$ cat src/rtl/npc_pkg.sv
// npc_pkg: shared constants and types for the next-PC unit.
// Assumes a 32-bit instruction word with the opcode in bits 31:26.
package npc_pkg;
    localparam int INSTR_W = 32;
    localparam int OPC_W   = 6;
    localparam int REG_W   = 5;
    localparam int LIT_W   = 16;

    localparam logic [OPC_W-1:0] OPC_BR_ZERO    = 6'h1C;
    localparam logic [OPC_W-1:0] OPC_BR_NONZERO = 6'h1D;
    localparam logic [OPC_W-1:0] OPC_JUMP_REG   = 6'h1B;
    localparam logic [REG_W-1:0] REG_ALWAYS_ZERO = 5'd31;

    typedef enum logic [1:0] {
        FLOW_SEQ  = 2'd0,
        FLOW_BRZ  = 2'd1,
        FLOW_BRNZ = 2'd2,
        FLOW_JUMP = 2'd3
    } flow_kind_e;
endpackage

$ cat src/rtl/npc_decode.sv
// npc_decode: classifies the opcode into a control-flow kind and decides
// whether a link write is requested. Assumes Rc = 31 discards writes.
module npc_decode
    import npc_pkg::*;
(
    input  logic [OPC_W-1:0] opc_i,
    input  logic [REG_W-1:0] rc_i,
    output flow_kind_e       kind_o,
    output logic             link_req_o
);
    // Map opcode to flow kind; all other opcodes are sequential.
    always_comb begin
        unique case (opc_i)
            OPC_BR_ZERO:    kind_o = FLOW_BRZ;
            OPC_BR_NONZERO: kind_o = FLOW_BRNZ;
            OPC_JUMP_REG:   kind_o = FLOW_JUMP;
            default:        kind_o = FLOW_SEQ;
        endcase
    end

    // Control-flow ops link unless the destination is the zero register.
    always_comb begin
        link_req_o = (kind_o != FLOW_SEQ) && (rc_i != REG_ALWAYS_ZERO);
    end
endmodule

$ cat src/rtl/npc_target.sv
// npc_target: forms the updated PC, the PC-relative branch target and the
// register jump target. Bit XLEN-1 is the supervisor flag: it is kept by
// sequential flow and branches, and can only be cleared by a jump.
module npc_target
    import npc_pkg::*;
#(
    parameter int XLEN = 32
) (
    input  logic [XLEN-1:0]  pc_i,
    input  logic [LIT_W-1:0] lit_i,
    input  logic [XLEN-1:0]  ra_i,
    output logic [XLEN-1:0]  plus4_o,
    output logic [XLEN-1:0]  br_tgt_o,
    output logic [XLEN-1:0]  jmp_tgt_o
);
    localparam int ADDR_W = XLEN - 1;
    localparam int EXT_W  = XLEN - LIT_W - 2;

    logic [XLEN-1:0] byte_off;
    logic            sup;

    // Supervisor flag of the current PC.
    assign sup = pc_i[XLEN-1];

    // Word offset scaled to bytes with sign extension.
    always_comb begin
        byte_off = {{EXT_W{lit_i[LIT_W-1]}}, lit_i, 2'b00};
    end

    // Updated PC: address field advances by four, flag kept.
    always_comb begin
        plus4_o = {sup, pc_i[ADDR_W-1:0] + ADDR_W'(4)};
    end

    // Branch target: offset added to updated PC address field, flag kept.
    always_comb begin
        br_tgt_o = {sup, plus4_o[ADDR_W-1:0] + byte_off[ADDR_W-1:0]};
    end

    // Jump target: aligned Ra, flag can only be cleared.
    always_comb begin
        jmp_tgt_o = {sup & ra_i[XLEN-1], ra_i[ADDR_W-1:2], 2'b00};
    end
endmodule

$ cat src/rtl/npc_pc_reg.sv
// npc_pc_reg: the program counter register with synchronous active-low reset.
// Assumes the next value is always word aligned.
module npc_pc_reg #(
    parameter int              XLEN     = 32,
    parameter logic [XLEN-1:0] RESET_PC = 32'h8000_0000
) (
    input  logic            clk,
    input  logic            rst_n,
    input  logic [XLEN-1:0] pc_d,
    output logic [XLEN-1:0] pc_q
);
    // Load reset value or the selected next PC every cycle.
    always_ff @(posedge clk) begin
        if (!rst_n) pc_q <= RESET_PC;
        else        pc_q <= pc_d;
    end
endmodule

$ cat src/rtl/npc_unit.sv
// npc_unit: next-PC and branch unit. Selects sequential, conditional branch
// or register jump flow for the instruction at pc_o, and produces the link
// value with its write request. Assumes ra_val_i is zero when Ra is R31 and
// that instr_i is valid every cycle.
module npc_unit
    import npc_pkg::*;
#(
    parameter int              XLEN     = 32,
    parameter logic [XLEN-1:0] RESET_PC = 32'h8000_0000
) (
    input  logic            clk,
    input  logic            rst_n,
    input  logic [31:0]     instr_i,
    input  logic [XLEN-1:0] ra_val_i,
    output logic [XLEN-1:0] pc_o,
    output logic [XLEN-1:0] next_pc_o,
    output logic [XLEN-1:0] link_o,
    output logic            link_we_o
);
    flow_kind_e      kind;
    logic            link_req;
    logic [XLEN-1:0] plus4;
    logic [XLEN-1:0] br_tgt;
    logic [XLEN-1:0] jmp_tgt;
    logic            ra_is_zero;

    npc_decode u_decode (
        .opc_i      (instr_i[31:26]),
        .rc_i       (instr_i[25:21]),
        .kind_o     (kind),
        .link_req_o (link_req)
    );

    npc_target #(.XLEN(XLEN)) u_target (
        .pc_i      (pc_o),
        .lit_i     (instr_i[LIT_W-1:0]),
        .ra_i      (ra_val_i),
        .plus4_o   (plus4),
        .br_tgt_o  (br_tgt),
        .jmp_tgt_o (jmp_tgt)
    );

    // Zero test of Ra for the two conditional branches.
    assign ra_is_zero = (ra_val_i == '0);

    // Pick the next PC according to the flow kind and condition.
    always_comb begin
        unique case (kind)
            FLOW_BRZ:  next_pc_o = ra_is_zero  ? br_tgt : plus4;
            FLOW_BRNZ: next_pc_o = !ra_is_zero ? br_tgt : plus4;
            FLOW_JUMP: next_pc_o = jmp_tgt;
            default:   next_pc_o = plus4;
        endcase
    end

    // Link value is always the updated PC; write only when requested.
    assign link_o    = plus4;
    assign link_we_o = link_req;

    npc_pc_reg #(.XLEN(XLEN), .RESET_PC(RESET_PC)) u_pc (
        .clk   (clk),
        .rst_n (rst_n),
        .pc_d  (next_pc_o),
        .pc_q  (pc_o)
    );
endmodule

$ cat config.mk
export PLATFORM = sky130hd
export DESIGN_NAME = npc_unit
export DESIGN_NICKNAME = d
export VERILOG_FILES = /design/src/rtl/npc_pkg.sv /design/src/rtl/npc_decode.sv /design/src/rtl/npc_target.sv /design/src/rtl/npc_pc_reg.sv /design/src/rtl/npc_unit.sv
export SDC_FILE = /design/constraint.sdc
export NUM_CORES = 1
export LEC_CHECK = 0
export BUFFER_PORTS_ARGS = -buffer_cell sky130_fd_sc_hd__buf_2
export CORE_AREA = 2 2 99 111
export DETAILED_ROUTE_END_ITERATION = 10
export DIE_AREA = 0 0 101 113
export PLACE_DENSITY = 0.82
export SYNTH_ARGS = -nofsm -noshare
export SYNTH_HDL_FRONTEND = slang
export SYNTH_HIERARCHICAL = 1
export SYNTH_SLANG_ARGS = --single-unit
$ cat constraint.sdc
create_clock -name clk -period 5.4 [get_ports clk]
set_clock_uncertainty 0.15 [all_clocks]
set_input_delay 0.27 -clock clk [delete_from_list [all_inputs] [get_ports clk]]
set_output_delay 0.27 -clock clk [all_outputs]
set_load 0.05 [all_outputs]
Yosys cells after proc, flatten, opt, wreduce, memory -nomap -nowiden
Index checks and enable logic that the tools add are counted.
{ "word_totals": {"regBits": 32, "in_bits": 66, "elab_cells": 18, "output_inout_bits": 97, "rom_bits": 0, "mem_bits_rw": 0, "latch_bits": 0, "mem_count": 0} }
{ "op_classes": {"shifts": 0, "n_mux": 4, "magnitude_cmp": 0, "reduce_logical": 3, "eq_ne": 7, "bitwise": 1, "mul": 0, "div": 0, "n_addsub": 2} }
{ "ops": {"columns": ["operator", "n"], "rows": [
  ["$pmux 32 s3", 1],
  ["$mux 31", 2],
  ["$logic_not 32->1", 1],
  ["$add 31x3->31 const B", 1],
  ["$add 31x31->31", 1],
  ["$eq 6x5->1 const B", 3],
  ["$pmux 2 s3", 1],
  ["$ne 5x5->1 const B", 1],
  ["$eq 2x2->1 const B", 2],
  ["$eq 2x1->1 const B", 1],
  ["$reduce_bool 2->1", 1],
  ["$and 1x1->1", 1],
  ["$logic_and 1x1->1", 1]
]} }

Logic depth before layout (Yosys ltp)
{ "depth": {"word_depth": 4, "depth_mapped": 20, "depth_no_buf": 18} }

Cells and area by module
Netlist, hierarchy kept.
{ "modules_own_cells": {"columns": ["module", "cells_each", "seq_area_each_um2", "instances", "area_each_um2"], "rows": [
  ["npc_target", 326, 0.0, 1, 2307.2],
  ["npc_unit", 303, 0.0, 1, 2177.1],
  ["npc_pc_reg", 67, 640.6, 1, 895.9],
  ["npc_decode", 12, 0.0, 1, 72.6]
]} }

Least setup slack after synthesis
No wires, ideal clock.
{ "synth_path": {"path_type": "reg2reg", "from": "register u_pc.pc_q[2]", "to": "register u_pc.pc_q[30]", "n_path_buf": 2, "arrival_ns": 6.054, "t_required_ns": 5.185, "slack_ns": -0.869, "path_stages_with_launch": 21, "cell_sequence": "dfxtp_1 > ha_1 > nand3_1 > or2_1 > buf_2 > nor4_4 > nand3_1 > xnor2_1 > ha_1 > clkbuf_1 > a21oi_1 > nand2_1 > a221oi_1 > o21ai_0 > a21oi_1 > xnor2_1 > nor2_1 > o21ai_0 > a21boi_0 > nor3_1 > and2_2"} }
{ "synth_via": {"elab_chain_len": 4} }
{ "synth_rtl": {"columns": ["item", "line", "source"], "rows": [
  ["start, declared", "npc_pc_reg.sv:10", "output logic [XLEN-1:0] pc_q"],
  ["start signal, assigned", "npc_pc_reg.sv:15", "else pc_q <= pc_d;"],
  ["$add 31x3->31 *", "npc_target.sv:32", "plus4_o = {sup, pc_i[ADDR_W-1:0] + ADDR_W'(4)};"],
  ["net link_o[24]", "npc_unit.sv:17", "output logic [XLEN-1:0] link_o,"],
  ["$add 31x31->31 *", "npc_target.sv:37", "br_tgt_o = {sup, plus4_o[ADDR_W-1:0] + byte_off[ADDR_W-1:0]};"],
  ["net br_tgt[30]", "npc_unit.sv:23", "logic [XLEN-1:0] br_tgt;"],
  ["$mux 31, on equally long branches", "npc_unit.sv:50, npc_unit.sv:49", null],
  ["$pmux 32 s3 *", "npc_unit.sv:48", "unique case (kind)"],
  ["net next_pc_o[30]", "npc_unit.sv:16", "output logic [XLEN-1:0] next_pc_o,"]
]} }
The timed path passes the listed nets; every way through them passes the cells marked *.
A chain may end at the register's enable or synchronous reset.

Worst setup path in the final report
{ "layout_path": {"from": "register u_pc.pc_q[2]", "to": "output next_pc_o[30]"} }
{ "layout_via": {"elab_chain_len": 4} }
{ "layout_rtl": {"columns": ["item", "line"], "rows": [
  ["$add 31x3->31 *", "npc_target.sv:32"],
  ["$add 31x31->31 *", "npc_target.sv:37"],
  ["net br_tgt[30]", "npc_unit.sv:23"],
  ["$mux 31, on equally long branches", "npc_unit.sv:50, npc_unit.sv:49"],
  ["$pmux 32 s3 *", "npc_unit.sv:48"],
  ["end, declared", "npc_unit.sv:16"]
]} }
Marks and branches as above.

==> results.py <==
metrics = {
    "synthesis": {
        "synthCells": 708,
        "syn-cell-area_um2": 5450,
        "synth.area.top_cells": "dfxtp_1 (12%), o2bb2ai_2 (8.3%), ha_1 (7.1%), nor2_1 (5.9%), xnor2_1 (5.8%)",
        "yosys-top-cells-count": "nor2_1 (86), o21ai_0 (44), nor3_1 (40)",
        "syn_area_per_cell_um2": 7.70,
        "ys_ff_latch": 32,
        "yosysSeqAreaShare": 0.117,
        "yosysMostFrequentCell": "nor2_1",
        "synth_edf_count": 0,
        "synth_cell_types": 61,
        "ys_warn_count": 6,
        "async_reset_ff_frac": 0,
        "yosys.area.top_type_share": 0.117,
        "yosysTopAreaCell": "dfxtp_1",
        "synth_flop_cell": "dfxtp_1",
    },
    "global_routing": {
        "grt.total_usage": 0.275,
        "grt_max_degree": 67,
        "antenna_found_initial": 0,
        "grt_pass1_wl_um": 25600,
        "grt_pass1_vias": 5280,
        "grt_overflow": 0,
    },
    "worst_setup_path": {
        "end_kind": "output port",
        "cp_top_family": "simple AND/OR/NAND/NOR gates",
        "worstPathRequired_ns": 4.98,
        "crit_fanout": 7,
        "rrSetupSlack_ns": 1.00,
        "rr_startpoint": "u_pc/pc_q[2]",
        "crit_buf_inv": 3,
        "criticalPathCategory": "reg -> out",
        "cp_cell_sequence": "ha_1 -> nand3_1 -> or2_1 -> nor4_4 -> buf_4 -> buf_4 -> nand3_1 -> xnor2_2 -> ha_1 -> nand4_1 -> nor3_1 -> a221oi_1 -> o21ai_0 -> a21oi_1 -> xnor2_1 -> nor2_1 -> o21ai_0 -> a21boi_0 -> nor3_2 -> buf_2",
        "slowest_stage": "dfxtp_1",
        "startpoint_type": "flop",
        "max_stage_delay_ns": 0.40,
        "crit_arrival_ns": 4.59,
        "reg2reg_to": "u_pc/pc_q[27]",
        "worstSetupStartpoint": "u_pc/pc_q[2]",
        "reg2regPathDepth": 19,
    },
    "flow_run": {
        "drv_cap": 0,
    },
    "power": {
        "ir_drop_mv": 0.184,
        "p_leak_uw": 0.00279,
        "cellPowerDensity_nw_per_um2": 154,
    },
    "clock_network": {
        "clockRootBuffer": "clkbuf_16",
        "postCtsHoldBufs": 0,
        "clk_latency_ns": 0.29,
        "htree_levels": 2,
        "cts_max_path_buffers": 2,
        "clk_pin_slew_ns": 0.06,
        "clkSinkCount": 32,
        "cts_tree": "built",
        "numCtsBuffers": 5,
    },
    "floorplan": {
        "die_x_um": 101,
        "coreArea_um2": 10200,
        "die_y_um": 113,
        "die_area_um2": 11400,
        "io_pins": 163,
        "start_util": 0.532,
        "rows": 39,
    },
    "timing": {
        "clock.fmax_mhz": 200,
        "drv_slew": 0,
        "setup_tns_ns": 0,
        "max-slew-margin-rel": 0.322,
        "rsz0062_at_grt": "false",
        "hold_violations": 0,
        "post-route-period-util": 0.928,
        "period_needed_ns": 5.01,
        "setup_viol": 0,
        "layout_setup_ws_ns": 0.391,
        "tightest_slew_ns": 1.02,
    },
    "status": {
        "status": "complete, no violations",
    },
    "min_path": {
        "worst_hold_path_type": "in -> reg",
        "holdPathEnd": "u_pc/pc_q[31]",
        "min-delay-start": "rst_n",
        "holdPathStages": 2,
    },
    "layout": {
        "regMostFlops": "u_pc/pc_q",
        "fin_nets": 906,
        "largest_reg_flops": 32,
        "final_cells": 932,
        "synthToLayoutAreaGrowth_pct": 14.0,
        "fillerInstances": 956,
        "reg_top3": "u_pc/pc_q x32",
        "final_util": 0.606,
        "diodes": 0,
        "layout-drive-gt1-share": 0.377,
    },
    "placed_design": {
        "place_hpwl_um": 12000,
        "finalWeightedCongestion": 0.939,
        "place.port_buffers": 157,
        "placed_cells": 921,
        "pre_cts_ws_ns": 0.421,
    },
    "routing": {
        "drt_first_pass_iters": 5,
        "post_drt_wl_per_cell_um": 17.1,
        "vias_per_cell": 5.90,
        "wl_um": 15900,
        "ant_nets": 0,
        "routed-via-count": 5497,
        "drcViolationCount": 0,
        "drt_iter0_markers": 387,
    },
}
[through the flow]
step / power [uW] / hold slack [ns] / cell area, um2
final: 958 / 0.368 / 6210
after global routing: 1000 / 0.427 / 6210
after CTS: 956 / 0.379 / 6180
after detailed placement: 657 / 0.632 / 6030
after global placement: 652 / 0.616 / 6030
after floorplan: 573 / 0.262 / 5560
[layer usage]
layer,share of wire,vias to the layer above,wire length (um),track usage
li1,-,2680,-,-
met1,0.43,2574,6880,0.354
met2,0.47,203,7480,0.448
met3,0.062,40,983,0.0494
met4,0.034,0,543,0.118
met5,0,-,0,0
[cell usage in the layout, fill, tap and decap left out, types with 5 or more instances in the layout]
| cell type | count |
|---|---|
| buf_2 | 156 |
| ha_1 | 31 |
| a21o_1 | 12 |
| dfxtp_1 | 32 |
| a21boi_0 | 33 |
| nand2_1 | 37 |
| nand3_1 | 16 |
| xnor2_2 | 8 |
| inv_1 | 8 |
| o2bb2ai_2 | 30 |
| xnor2_1 | 28 |
| xor2_1 | 16 |
| nor3_2 | 31 |
| buf_4 | 16 |
| and3_1 | 6 |
| nand4_1 | 13 |
| nor3_1 | 36 |
| o21ai_0 | 42 |
| clkbuf_16 | 5 |
| a21oi_1 | 23 |
| and2_2 | 31 |
| nor2_1 | 84 |
| o21bai_1 | 5 |
| nand2b_1 | 35 |
| nor4_2 | 7 |
[worst max path at each step]
stage                    end  slack, ns  cells after the start
6_report       next_pc_o[30]       0.39                     20
5_1_grt        next_pc_o[29]       0.03                     17
4_1_cts        next_pc_o[30]       0.11                     18
3_5_place_dp   next_pc_o[30]       0.42                     18
3_3_place_gp   next_pc_o[27]       0.54                     17
2_1_floorplan  u_pc/pc_q[30]      -0.01                     20
[final cells by class]
| cell class | count | area, um2 | area share |
|---|---|---|---|
| Multi-Input combinational cell | 588 | 4330 | 0.698 |
| Tap cell | 123 | 154 | 0.0248 |
| Sequential cell | 32 | 641 | 0.103 |
| Clock buffer | 8 | 146 | 0.0236 |
| Timing Repair Buffer | 173 | 908 | 0.146 |
| Inverter | 8 | 30.0 | 0.00483 |
[report_power, final]
| part | total (uW) | switching (uW) | internal (uW) |
|---|---|---|---|
| logic | 404 | 265 | 139 |
| registers | 253 | 9.36 | 244 |
| clock network | 300 | 116 | 184 |
| total | 958 | 390 | 568 |
[repair_timing]
item                       in CTS  in global routing
setup endpoints to repair       0                  8
resized for setup               0                  6
setup buffers                   0                  3
[kinds of logic after synthesis]
kind of cell,synth area share
DFF,0.117
other,0.000688
xor gates and xnor gates,0.0909
buffers and inverters,0.112
adders and majority gates,0.0748
AOI/OAI and AO/OA,0.263
and+or+nand+nor,0.341
Power figures use the tool's default switching activity.
